[config.mk]
export PLATFORM = sky130hd
export DESIGN_NAME = ddr_frame_tx
export DESIGN_NICKNAME = d
export VERILOG_FILES = /design/src/rtl/tx_pkg.sv /design/src/rtl/tx_pace.sv /design/src/rtl/tx_lane.sv /design/src/rtl/tx_seq.sv /design/src/rtl/ddr_frame_tx.sv
export SDC_FILE = /design/constraint.sdc
export NUM_CORES = 1
export LEC_CHECK = 0
export BUFFER_PORTS_ARGS = -buffer_cell sky130_fd_sc_hd__clkbuf_2
export CAP_MARGIN = 20
export CORE_MARGIN = 5
export CORE_UTILIZATION = 55
export CTS_BUF_LIST = sky130_fd_sc_hd__clkbuf_4 sky130_fd_sc_hd__clkbuf_8
export DETAILED_ROUTE_END_ITERATION = 12
export HOLD_SLACK_MARGIN = 0.1
export PLACE_DENSITY_LB_ADDON = 0.12
export SLEW_MARGIN = 10
export SYNTH_ARGS = -nofsm -noshare
export SYNTH_HDL_FRONTEND = slang
export SYNTH_SLANG_ARGS = --single-unit
export TNS_END_PERCENT = 5
[constraint.sdc]
create_clock -name clk -period 5 [get_ports clk]
set_input_delay 1 -clock clk [delete_from_list [all_inputs] [get_ports clk]]
set_output_delay 1 -clock clk [all_outputs]
set_load 0.005 [all_outputs]
[src/rtl/tx_pkg.sv]
package tx_pkg;
  typedef enum logic [1:0] {
    ST_IDLE,
    ST_BURST,
    ST_LOAD,
    ST_GAP
  } tx_state_e;
endpackage

[src/rtl/tx_pace.sv]
// Half-period phase counter: emits a tick at the end of each half-period
// and a mid pulse at its centre.
module tx_pace #(
  parameter int DIV_W = 8
) (
  input  logic             clk,
  input  logic             rst_n,
  input  logic             en,
  input  logic             clear,
  input  logic [DIV_W-1:0] half,
  output logic             tick,
  output logic             mid
);
  logic [DIV_W-1:0] ph_q, ph_d;
  logic             at_end;

  assign at_end = (ph_q == half - DIV_W'(1));
  assign tick   = en && !clear && at_end;
  assign mid    = en && !clear && (ph_q == (half >> 1) - DIV_W'(1));

  always_comb begin
    ph_d = ph_q;
    if (clear)    ph_d = '0;
    else if (en)  ph_d = at_end ? '0 : ph_q + DIV_W'(1);
  end

  always_ff @(posedge clk or negedge rst_n) begin
    if (!rst_n) ph_q <= '0;
    else        ph_q <= ph_d;
  end

  // phase never runs past the latched half-period
  p_phase_bound_r5: assert property (@(posedge clk) disable iff (!rst_n)
    (en && !clear) |-> (ph_q < half));
endmodule

[src/rtl/tx_lane.sv]
// One data lane: parallel load, shift toward bit 0, bit 0 drives the line.
module tx_lane #(
  parameter int WORD_W = 16
) (
  input  logic              clk,
  input  logic              rst_n,
  input  logic              load,
  input  logic              shift,
  input  logic [WORD_W-1:0] word,
  output logic              bit_o
);
  logic [WORD_W-1:0] sreg_q, sreg_d;

  always_comb begin
    sreg_d = sreg_q;
    if (load)       sreg_d = word;
    else if (shift) sreg_d = {1'b0, sreg_q[WORD_W-1:1]};
  end

  always_ff @(posedge clk or negedge rst_n) begin
    if (!rst_n) sreg_q <= '0;
    else        sreg_q <= sreg_d;
  end

  assign bit_o = sreg_q[0];

  // a shift never coincides with a load
  p_load_shift_excl_r3: assert property (@(posedge clk) disable iff (!rst_n)
    !(load && shift));
endmodule

[src/rtl/tx_seq.sv]
// Frame sequencer: burst of transitions, tail, load strobe, gap.
module tx_seq
  import tx_pkg::*;
#(
  parameter int WORD_W = 16,
  parameter int CNT_W  = 4
) (
  input  logic             clk,
  input  logic             rst_n,
  input  logic             accept,
  input  logic             tick,
  input  logic             mid,
  input  logic [CNT_W-1:0] load_n,
  input  logic [CNT_W-1:0] gap_n,
  output logic             ready,
  output logic             busy,
  output logic             shift,
  output logic             ser_clk,
  output logic             ser_load,
  output logic             done
);
  localparam int EDGE_W = $clog2(WORD_W + 1);
  localparam int SLOT_W = (EDGE_W > CNT_W) ? EDGE_W : CNT_W;
  localparam logic [SLOT_W-1:0] LAST_SLOT = SLOT_W'(WORD_W);

  tx_state_e         state_q, state_d;
  logic [SLOT_W-1:0] slot_q, slot_d;
  logic              clk_q, clk_d, load_q, load_d, done_q, done_d;

  always_comb begin
    state_d = state_q;
    slot_d  = slot_q;
    clk_d   = clk_q;
    load_d  = load_q;
    done_d  = 1'b0;
    shift   = 1'b0;
    case (state_q)
      ST_IDLE: if (accept) begin
        state_d = ST_BURST;
        slot_d  = '0;
      end
      ST_BURST: begin
        if (mid && slot_q != '0 && slot_q < LAST_SLOT) shift = 1'b1;
        if (tick) begin
          if (slot_q < LAST_SLOT) begin
            clk_d  = ~clk_q;
            slot_d = slot_q + SLOT_W'(1);
          end else begin
            state_d = ST_LOAD;
            load_d  = 1'b1;
            slot_d  = '0;
          end
        end
      end
      ST_LOAD: if (tick) begin
        if (slot_q == SLOT_W'(load_n) - SLOT_W'(1)) begin
          state_d = ST_GAP;
          load_d  = 1'b0;
          slot_d  = '0;
        end else begin
          slot_d = slot_q + SLOT_W'(1);
        end
      end
      ST_GAP: if (tick) begin
        if (slot_q == SLOT_W'(gap_n) - SLOT_W'(1)) begin
          state_d = ST_IDLE;
          done_d  = 1'b1;
          slot_d  = '0;
        end else begin
          slot_d = slot_q + SLOT_W'(1);
        end
      end
      default: state_d = ST_IDLE;
    endcase
  end

  always_ff @(posedge clk or negedge rst_n) begin
    if (!rst_n) begin
      state_q <= ST_IDLE;
      slot_q  <= '0;
      clk_q   <= 1'b0;
      load_q  <= 1'b0;
      done_q  <= 1'b0;
    end else begin
      state_q <= state_d;
      slot_q  <= slot_d;
      clk_q   <= clk_d;
      load_q  <= load_d;
      done_q  <= done_d;
    end
  end

  assign ready    = (state_q == ST_IDLE);
  assign busy     = !ready;
  assign ser_clk  = clk_q;
  assign ser_load = load_q;
  assign done     = done_q;

  // serial clock parked low and frozen during the strobe
  p_load_clk_low_r6: assert property (@(posedge clk) disable iff (!rst_n)
    load_q |-> (!clk_q && $stable(clk_q)));
  // never ready while the strobe is up
  p_ready_not_loading_r7: assert property (@(posedge clk) disable iff (!rst_n)
    ready |-> (!load_q && !clk_q));
  // slot counter never exceeds the tail slot
  p_slot_bound_r2: assert property (@(posedge clk) disable iff (!rst_n)
    (state_q == ST_BURST) |-> (slot_q <= LAST_SLOT));
endmodule

[src/rtl/ddr_frame_tx.sv]
module ddr_frame_tx #(
  parameter int WORD_W   = 16,
  parameter int DIV_W    = 8,
  parameter int CNT_W    = 4,
  parameter int MIN_HALF = 10
) (
  input  logic              clk,
  input  logic              rst_n,
  input  logic [DIV_W-1:0]  cfg_half,
  input  logic [CNT_W-1:0]  cfg_load,
  input  logic [CNT_W-1:0]  cfg_gap,
  input  logic              word_valid,
  output logic              word_ready,
  input  logic [WORD_W-1:0] word_a,
  input  logic [WORD_W-1:0] word_b,
  output logic              ser_clk,
  output logic              ser_load,
  output logic              ser_a,
  output logic              ser_b,
  output logic              frame_done
);
  localparam int NUM_LANES = 2;
  localparam logic [DIV_W-1:0] HALF_FLOOR = DIV_W'(MIN_HALF);

  logic             accept, busy, tick, mid, shift;
  logic [DIV_W-1:0] half_q, half_d;
  logic [CNT_W-1:0] load_q, load_d, gap_q, gap_d;
  logic [WORD_W-1:0] lane_word [NUM_LANES];
  logic [NUM_LANES-1:0] lane_bit;

  assign accept = word_valid && word_ready;

  // configuration captured on acceptance, clamped to legal values
  always_comb begin
    half_d = half_q;
    load_d = load_q;
    gap_d  = gap_q;
    if (accept) begin
      half_d = (cfg_half < HALF_FLOOR) ? HALF_FLOOR : cfg_half;
      load_d = (cfg_load == '0) ? CNT_W'(1) : cfg_load;
      gap_d  = (cfg_gap  == '0) ? CNT_W'(1) : cfg_gap;
    end
  end

  always_ff @(posedge clk or negedge rst_n) begin
    if (!rst_n) begin
      half_q <= HALF_FLOOR;
      load_q <= CNT_W'(1);
      gap_q  <= CNT_W'(1);
    end else begin
      half_q <= half_d;
      load_q <= load_d;
      gap_q  <= gap_d;
    end
  end

  tx_pace #(.DIV_W(DIV_W)) u_pace (
    .clk   (clk),
    .rst_n (rst_n),
    .en    (busy),
    .clear (accept),
    .half  (half_q),
    .tick  (tick),
    .mid   (mid)
  );

  tx_seq #(.WORD_W(WORD_W), .CNT_W(CNT_W)) u_seq (
    .clk      (clk),
    .rst_n    (rst_n),
    .accept   (accept),
    .tick     (tick),
    .mid      (mid),
    .load_n   (load_q),
    .gap_n    (gap_q),
    .ready    (word_ready),
    .busy     (busy),
    .shift    (shift),
    .ser_clk  (ser_clk),
    .ser_load (ser_load),
    .done     (frame_done)
  );

  assign lane_word[0] = word_a;
  assign lane_word[1] = word_b;

  for (genvar g = 0; g < NUM_LANES; g++) begin : g_lane
    tx_lane #(.WORD_W(WORD_W)) u_lane (
      .clk   (clk),
      .rst_n (rst_n),
      .load  (accept),
      .shift (shift),
      .word  (lane_word[g]),
      .bit_o (lane_bit[g])
    );
  end

  assign ser_a = lane_bit[0];
  assign ser_b = lane_bit[1];

  // lanes hold still on every serial clock transition
  p_lane_still_at_edge_r4: assert property (@(posedge clk) disable iff (!rst_n)
    !$stable(ser_clk) |-> ($stable(ser_a) && $stable(ser_b)));
  // captured half-period stays legal
  p_half_floor_r9: assert property (@(posedge clk) disable iff (!rst_n)
    half_q >= HALF_FLOOR);
endmodule

### Word-level counts from Yosys, hierarchy flattened

Index checks and enable logic that the tools add are counted.

* register bits after elaboration: 66
* logic and storage cells: 88
* memory bits (writable): 0
* latch bits: 0
* memories kept: 0
* bits in read-only memories: 0

* shift-type cells: 0
* multiplexer cells: 36
* $add $sub $neg: 6
* $mul: 0
* reductions and logical operators: 18
* order comparisons: 2
* divide/modulo/power cells: 0
* bitwise operators: 1
* equality and inequality tests: 14

Operators with widths (number)
* 16-bit 2-to-1 mux: 4
* 5-bit 2-to-1 mux: 7
* 8-bit 2-to-1 mux: 4
* 5-bit case mux with 4 select lines: 1
* 8-bit == test: 2
* 2-bit 2-to-1 mux: 7
* 5-bit == test: 2
* 4-bit by 1-bit subtractor with 5-bit output (second input constant): 2
* 1-bit 2-to-1 mux: 9
* 8-bit by 1-bit adder with 8-bit output (second input constant): 1
* 4-bit zero test: 2
* 8-bit by 4-bit < comparator with 1-bit output (second input constant): 1
* 4-bit 2-to-1 mux: 2
* 2-bit inequality test (second input constant): 4
* 2-bit case mux with 4 select lines: 1
* 7-bit by 1-bit subtractor with 8-bit output (second input constant): 1
* 8-bit by 1-bit subtractor with 8-bit output (second input constant): 1
* 7-bit AND reduction: 1
* 1-bit logical AND: 6
* 2-bit by 1-bit inequality test with 1-bit output (second input constant): 3
* 5-bit by 1-bit adder with 5-bit output (second input constant): 1
* 5-bit < comparator (second input constant): 1
* 5-bit AND reduction: 1
* 5-bit nonzero test: 1
* other kinds (9): 12

### Logic depth before layout (Yosys ltp)

Gate-level depths: netlist of the first run.

* word-level depth: 11
* gate-level depth with buffers: 11
* depth with buffers taken out: 8

### Hierarchy

Synthesis of the first run repeated with hierarchy kept, for this count alone.

* cell total of the unflattened synthesis: 402
* area total of the unflattened synthesis: 3942.5 µm²

By module, submodules not included
* tx_lane: times used 2, cells each 69, sequential area each 400.4 µm², area an instance 742.0 µm²
* tx_pace: times used 1, cells each 111, sequential area each 200.2 µm², area an instance 914.6 µm²
* tx_seq: times used 1, cells each 103, sequential area each 250.2 µm², area an instance 875.8 µm²
* ddr_frame_tx: times used 1, cells each 50, sequential area each 405.4 µm², area an instance 668.1 µm²

### Worst setup path before layout of the first run

Ideal clock, no wire load.

* kind: reg2reg
* from: register half_q[0]
* to: register u_seq.state_q[1]
* library setup time: 0.125 ns
* stages on the path, launching flop included: 9
* period minus slack after synthesis: 2.769 ns
* setup slack: 2.231 ns
* data arrival time: 2.644 ns
* path buffers: 0
* cells stage by stage: dfrtp_1 -> inv_1 -> ha_1 -> or3b_4 -> or4_4 -> a2111oi_4 -> and4_4 -> o21ai_2 -> mux2_4

* word-level cells in the longest chain between the ends: 5
* elaborated cells between the ends (all ways): 7
* those cells by class: add/sub (1); eq/ne (4); reduce/logical (2)

RTL lines
* start, declared: line ddr_frame_tx.sv:26 `logic [DIV_W-1:0] half_q, half_d;`
* start signal, assigned: line ddr_frame_tx.sv:51 `half_q <= half_d;`
* 8-bit by 1-bit subtractor with 8-bit output (*): line tx_pace.sv:17 `assign at_end = (ph_q == half - DIV_W'(1));`
* 8-bit == test (*): line tx_pace.sv:17
* 1-bit logical AND (*): line tx_pace.sv:18 `assign tick = en && !clear && at_end;`
* 2-bit inequality test (no source line)
* 7-bit AND reduction (no source line) (*)
* end signal, assigned: line tx_seq.sv:85 `state_q <= state_d;`
* end, declared: line tx_seq.sv:26 `tx_state_e state_q, state_d;`

Every way passes the cells marked *; elsewhere a longest branch is shown, timed or not.
A chain may end at the register's enable or synchronous reset.

### Final worst setup path of the first run

* from: register u_seq.state_q[0]
* to: register g_lane[0].u_lane.sreg_q[12]

* word-level cells in the longest chain between the ends: 10
* elaborated cells between the ends (all ways): 13
* those cells by class: eq/ne (1); mux (3); reduce/logical (9)

RTL lines
* 2-bit zero test: line tx_seq.sv:93 `assign ready = (state_q == ST_IDLE);`
* 1-bit logical AND: line ddr_frame_tx.sv:31 `assign accept = word_valid && word_ready;`
* 1-bit zero test: line tx_pace.sv:19 `assign mid = en && !clear && (ph_q == (half >> 1) - DIV_W'(1));`
* 1-bit logical AND (2 in series): line tx_pace.sv:19
* 1-bit logical AND (2 in series): line tx_seq.sv:43 `if (mid && slot_q != '0 && slot_q < LAST_SLOT) shift = 1'b1;`
* 1-bit 2-to-1 mux: line tx_seq.sv:43
* 1-bit 2-to-1 mux: line tx_seq.sv:37 `case (state_q)`
* 2-bit nonzero test (no source line)
* end signal, assigned: line tx_lane.sv:22 `else sreg_q <= sreg_d;`
* end, declared: line tx_lane.sv:12 `logic [WORD_W-1:0] sreg_q, sreg_d;`

Parallel ways exist; a longest one is shown, timed or not.

==> results of run 1 <==
## logic make-up (layout without fill, tap and decap cells)
logic type,count (synthesis),count (layout),share of synthesized area [%]
mux,5,5,1.44
xor+xnor,33,33,7.43
fa+ha+maj,12,12,3.68
flops,66,66,40.6
simple gates,167,167,21.0
compound gates,115,115,18.0
buf+inv,81,123,7.86
## worst max-delay path, stage by stage, from the launching register on
cell       delay [ns]
dfrtp_1          0.38
inv_1            0.09
ha_1             0.33
nor3b_1          0.44
nand2_1          0.08
a2111oi_0        0.56
nand4_1          0.20
buf_4            0.30
or3_1            0.36
a31oi_1          0.21
## power by group
part | switching [mW] | internal (mW) | total, mW
combinational | 0.708 | 0.563 | 1.27
clock | 0.213 | 0.240 | 0.452
sequential | 0.221 | 0.772 | 0.993
total | 1.14 | 1.58 | 2.72
## area by class of cell
cell class | instances | area (um^2)
clock buffers | 11 | 139
clock inverters | 5 | 55.1
fillers | 659 | 2650
inverters | 46 | 173
multi-input cells | 332 | 2120
flip-flops and latches | 66 | 1660
well taps | 99 | 124
repair buffers | 61 | 338
## stage by stage
| stage | hold slack (ns) | instances | area (um^2) |
|---|---|---|---|
| after floorplan | 0.468 | 479 | 4080 |
| after global placement | 0.460 | 603 | 4380 |
| after detailed placement | 0.469 | 603 | 4380 |
| after CTS | 0.479 | 619 | 4580 |
| after global routing | 0.510 | 620 | 4600 |
| final | 0.478 | 620 | 4600 |
## sequential cells by signal, indices dropped and copies added (netlist names)
name,cells
g_lane.u_lane.sreg_q,32
gap_q,4
u_seq.slot_q,5
half_q,8
u_seq.state_q,2
u_seq.ser_clk,1
u_seq.done,1
u_seq.ser_load,1
load_q,4
u_pace.ph_q,8
## final timing paths
kind,endpoint
worst max-delay path,g_lane[0].u_lane.sreg_q[12]
worst min-delay path,u_seq.ser_clk
worst max register to register,g_lane[0].u_lane.sreg_q[12]
worst min register to register,u_seq.ser_clk
max in group asynchronous,half_q[1]
min in group asynchronous,g_lane[0].u_lane.sreg_q[0]
## cells in the final DEF, fill, tap and decap left out, types with 4 or more instances in the layout
master    count
dfrtp_1      62
clkbuf_2     56
inv_1        46
o21ai_0      44
nand2_1      41
nor2_1       41
a31oi_1      35
or3_1        30
xnor2_1      22
ha_1         12
xor2_1       10
nand3_1       9
clkbuf_8      9
a21oi_1       8
nor3_1        7
nand2b_1      7
o31ai_1       5
nand4_1       5
and3_1        4
dfstp_2       4
buf_4         4
## metal layers
| layer | up-vias | global-route usage (%) | routed length, um | share of wire (%) |
|---|---|---|---|---|
| li1 | 1728 | - | - | - |
| met1 | 1623 | 26.7 | 4200 | 47 |
| met2 | 63 | 33.5 | 4290 | 48 |
| met3 | 12 | 4.61 | 328 | 3.7 |
| met4 | 0 | 7.70 | 138 | 1.5 |
| met5 | - | 0 | 0 | 0 |
==> flow_metrics.env, run 1 <==
export IMPL_cts_tree="built"
export IMPL_startpoint="u_seq.state_q[0]"
export IMPL_ir_drop_uv=217
export IMPL_wirelength_um=8960
export IMPL_synth_edf_count=0
export IMPL_crit_type="register to register"
export IMPL_die_width_um=96.1
export IMPL_area_growth_pct=13.0
export IMPL_clk_pin_slew_worst_paths_ns=0.08
export IMPL_cts_sinks=66
export IMPL_crit_arrival_ns=3.32
export IMPL_routabilityCongestion=0.872
export IMPL_worstPathRequired_ns=5.25
export IMPL_async_flop_share_pct=100
export IMPL_grt_pass1_vias=3216
export IMPL_powerDensity_nw_per_um2=590
export IMPL_final_hold_viol_count=0
export IMPL_hold_path_class="register to register"
export IMPL_post_route_period_util_pct=61.3
export IMPL_final_setup_worst_slack_ns=1.93
export IMPL_num_rows=31
export IMPL_dieArea_um2=9230
export IMPL_rsz0062_at_grt="no"
export IMPL_endpoint_kind="register"
export IMPL_ys_flop_type="dfrtp_1"
export IMPL_synth_commonest_cells="62 x dfrtp_1, 46 x inv_1, 44 x o21ai_0"
export IMPL_syn_area_um2=4080
export IMPL_finalCriticalPeriod_ns=3.07
export IMPL_reg2reg_setup_slack_ns=1.93
export IMPL_worstSkewPairLatency_ns=0.34
export IMPL_fin_total_pwr_mw=2.72
export IMPL_start_util_pct=56.2
export IMPL_drtAntennaViolNets=0
export IMPL_maxCapViolCount=0
export IMPL_holdBufCountCts=0
export IMPL_place_ws_ns=1.95
export IMPL_cts_resized_gates=0
export IMPL_clockBufferDepth=2
export IMPL_yosys_area_top_type_share_pct=38.1
export IMPL_drc=0
export IMPL_io_pins=57
export IMPL_fin_util_pct=63.5
export IMPL_wl_per_cell_um=14.4
export IMPL_first_iter_violations=99
export IMPL_final_net_count=579
export IMPL_min_delay_path_depth=1
export IMPL_synth_area_leaders="dfrtp_1 38%, o21ai_0 5.4%, a31oi_1 5.4%"
export IMPL_grt_antenna_before_repair=0
export IMPL_overflow=0
export IMPL_reg2reg_depth=9
export IMPL_die_y_um=96.1
export IMPL_antenna_diode_count=0
export IMPL_dpl_hpwl_um=6110
export IMPL_fin_tns_setup_ns=0
export IMPL_drt_pass1_iter_count=4
export IMPL_yosysMostFrequentCell="dfrtp_1"
export IMPL_path_max_fanout=61
export IMPL_grt_max_degree=72
export IMPL_htreeDepth=3
export IMPL_synth_avg_cell_area_um2=8.51
export IMPL_synthCells=479
export IMPL_start_kind="register"
export IMPL_syn_nets=542
export IMPL_cts_setup_buffers=0
export IMPL_min_from="u_seq.ser_clk"
export IMPL_grt_pass1_wl_um=14900
export IMPL_ys_seq_area_share_pct=40.6
export IMPL_status="finished, final reports clean"
export IMPL_fmax_ghz=0.326
export IMPL_max_slew_worst_pin_slew_ns=0.981
export IMPL_synth_distinct_cells=58
export IMPL_core_area_um2=7250
export IMPL_r2r_start="u_seq.state_q[0]"
export IMPL_io_buffers=56
export IMPL_ys_warn_count=0
export IMPL_synth_seq_cells=66
export IMPL_slew_viol_final=0
export IMPL_fin_skew_ns=0.00905
export IMPL_yosysTopAreaCell="dfrtp_1"
export IMPL_viasPerCell=5.53
export IMPL_numCtsBuffers=9
export IMPL_grt_total_usage_pct=20.6
export IMPL_p_leak_nw=2.12
export IMPL_relSlewSlack_pct=34.3
export IMPL_vias=3426
export IMPL_cts_root_buf="clkbuf_8"
export IMPL_finalSetupViolCount=0
export IMPL_drive_above_1_share_pct=18.8
(Power assumes the default switching activity.)
==> inputs of run 2 (changes only) <==
--- a/config.mk
+++ b/config.mk
@@ -8,7 +8,7 @@
 export BUFFER_PORTS_ARGS = -buffer_cell sky130_fd_sc_hd__clkbuf_2
 export CAP_MARGIN = 20
 export CORE_MARGIN = 5
-export CORE_UTILIZATION = 55
+export CORE_UTILIZATION = 54
 export CTS_BUF_LIST = sky130_fd_sc_hd__clkbuf_4 sky130_fd_sc_hd__clkbuf_8
 export DETAILED_ROUTE_END_ITERATION = 12
 export HOLD_SLACK_MARGIN = 0.1
==> constraint.sdc (replaced) <==
create_clock -name clk -period 2.6 [get_ports clk]
set_input_delay 0.52 -clock clk [delete_from_list [all_inputs] [get_ports clk]]
set_output_delay 0.52 -clock clk [all_outputs]
set_load 0.005 [all_outputs]
==> flow_metrics.env, run 2 (synthesis gave the netlist of run 1 again) <==
export IMPL_status="finished, violations left"
export IMPL_violations="setup timing"
export IMPL_clk_pin_slew_worst_paths_ns=0.08
export IMPL_finalCriticalPeriod_ns=2.66
export IMPL_cts_root_buf="clkbuf_8"
export IMPL_final_setup_worst_slack_ns=-0.0646
export IMPL_rsz0062_at_grt="yes"
export IMPL_fin_util_pct=68.3
export IMPL_fill_cells=613
export IMPL_vias=3607
export IMPL_largestRegisters="g_lane.u_lane.sreg_q x32, half_q x8, u_pace.ph_q x8"
export IMPL_largest_register_ffs=32
export IMPL_startpoint="half_q[0]"
export IMPL_slew_viol_final=0
export IMPL_fmax_ghz=0.375
export IMPL_regMostFlops="g_lane.u_lane.sreg_q"
export IMPL_drt_pass1_iter_count=4
export IMPL_relSlewSlack_pct=49.1
export IMPL_final_net_count=600
export IMPL_htreeDepth=3
export IMPL_r2r_end="u_seq.slot_q[0]"
export IMPL_routabilityCongestion=0.856
export IMPL_cpLargestDelayFamily="simple AND/OR/NAND/NOR gates"
export IMPL_core_area_um2=7290
export IMPL_final_common_cell="dfrtp_1"
export IMPL_worstSkewPairLatency_ns=0.35
export IMPL_ir_drop_uv=493
export IMPL_netSwitchingPower_mw=2.43
export IMPL_antenna_diode_count=0
export IMPL_area_growth_pct=22.2
export IMPL_grt_pass1_wl_um=17000
export IMPL_num_rows=31
export IMPL_r2r_start="half_q[0]"
export IMPL_start_util_pct=55.9
export IMPL_grt_pass1_vias=3617
export IMPL_crit_arrival_ns=2.95
export IMPL_overflow=0
export IMPL_slowest_delay_ns=0.43
export IMPL_clockBufferDepth=2
export IMPL_grt_antenna_before_repair=0
export IMPL_final_hold_viol_count=0
export IMPL_mostFrequentLayoutCells="62 x dfrtp_1, 55 x clkbuf_2, 44 x inv_1"
export IMPL_path_max_fanout=4
export IMPL_finalSetupViolCount=5
export IMPL_crit_chain="inv_2 > ha_4 > or3b_4 > or4_4 > a2111oi_4 > nand4_1 > a21oi_1 > mux2_2"
export IMPL_regArea_um2=1660
export IMPL_crit_buf_inv=1
export IMPL_cts_tree="built"
export IMPL_dpl_hpwl_um=6630
export IMPL_first_iter_violations=120
export IMPL_final_area_um2=4980
export IMPL_io_pins=57
export IMPL_viasPerCell=5.63
export IMPL_clkPwrFrac_pct=17.1
export IMPL_endpoint_kind="register"
export IMPL_multiInputGateArea_um2=2210
export IMPL_worst_path_max_delay_cell="or4_4"
export IMPL_p_leak_nw=2.30
export IMPL_reg2reg_setup_slack_ns=-0.06
export IMPL_hold_ws_ns=0.240
export IMPL_grt_max_degree=62
export IMPL_io_buffers=56
export IMPL_drc=0
export IMPL_fin_skew_ns=0.00717
export IMPL_numCtsBuffers=9
export IMPL_dieArea_um2=9390
export IMPL_powerDensity_nw_per_um2=1180
export IMPL_die_width_um=96.9
export IMPL_seq_power_share_pct=32.3
export IMPL_worstPathRequired_ns=2.89
export IMPL_intPower_mw=3.42
export IMPL_reg2reg_depth=8
export IMPL_start_kind="register"
export IMPL_sw_frac_of_total_pct=41.6
export IMPL_hold_path_class="input pin to asynchronous set/reset pin"
export IMPL_fin_total_pwr_mw=5.86
export IMPL_grt_total_usage_pct=21.8
export IMPL_post_route_period_util_pct=102
export IMPL_wl_per_cell_um=15.9
export IMPL_cts_sinks=66
export IMPL_max_slew_worst_pin_slew_ns=0.763
export IMPL_place_area_um2=4570
export IMPL_place_ws_ns=-0.186
export IMPL_drtAntennaViolNets=0
export IMPL_die_y_um=96.9
export IMPL_drive_above_1_share_pct=24.4
export IMPL_crit_type="register to register"
export IMPL_wirelength_um=10200
export IMPL_maxCapViolCount=0
export IMPL_comb_power_share_pct=50.6
run 2: cell type report:
class                   instances  share of cell area (%)
well taps                      99                    2.49
clock inverters                 6                    1.78
clock buffers                  10                    2.76
flip-flops and latches         66                    33.3
inverters                      46                    3.47
multi-input cells             332                    44.3
repair buffers                 82                    11.9
run 2: worst max-delay path by stage:
stage	end	slack, ns	cells past startpoint
after floorplan	u_seq.state_q[1]	-0.04	8
after global placement	g_lane[1].u_lane.sreg_q[12]	-0.18	10
after detailed placement	g_lane[0].u_lane.sreg_q[8]	-0.19	10
after CTS	g_lane[1].u_lane.sreg_q[13]	-0.01	11
after global routing	u_seq.slot_q[0]	-0.18	8
final	u_seq.slot_q[0]	-0.06	8
run 2: routing by layer:
layer  up-vias  track usage [%]  part of all wire [%]
met2        82             36.2                    49
li1       1776                -                     -
met3        18             4.60                   3.9
met1      1731             28.4                    45
met5         -                0                     0
met4         0             7.34                   1.9
run 2: stage by stage:
stage | TNS (ns) | cells
3_5_place_dp | -4.79 | 621
3_3_place_gp | -4.42 | 621
2_1_floorplan | -0.0509 | 479
5_1_grt | -1.91 | 641
4_1_cts | -0.0213 | 639
6_report | -0.193 | 641
run 2: timing repair:
item / CTS / global route
gates cloned: 1 / 2
resized for setup: 7 / 24
hold buffers: 0 / 0
pin swaps: 1 / 17
setup endpoints to repair: 37 / 47
buffers inserted: 1 / 0
run 2: power groups by stage:
| stage | clock, mW | combinational, mW | sequential [mW] |
|---|---|---|---|
| 2_1_floorplan | 0 | 2.10 | 1.73 |
| 3_3_place_gp | 0 | 2.66 | 1.87 |
| 3_5_place_dp | 0 | 2.77 | 1.89 |
| 4_1_cts | 1.01 | 2.86 | 1.88 |
| 5_1_grt | 1.06 | 3.30 | 1.96 |
| 6_report | 1.00 | 2.96 | 1.89 |
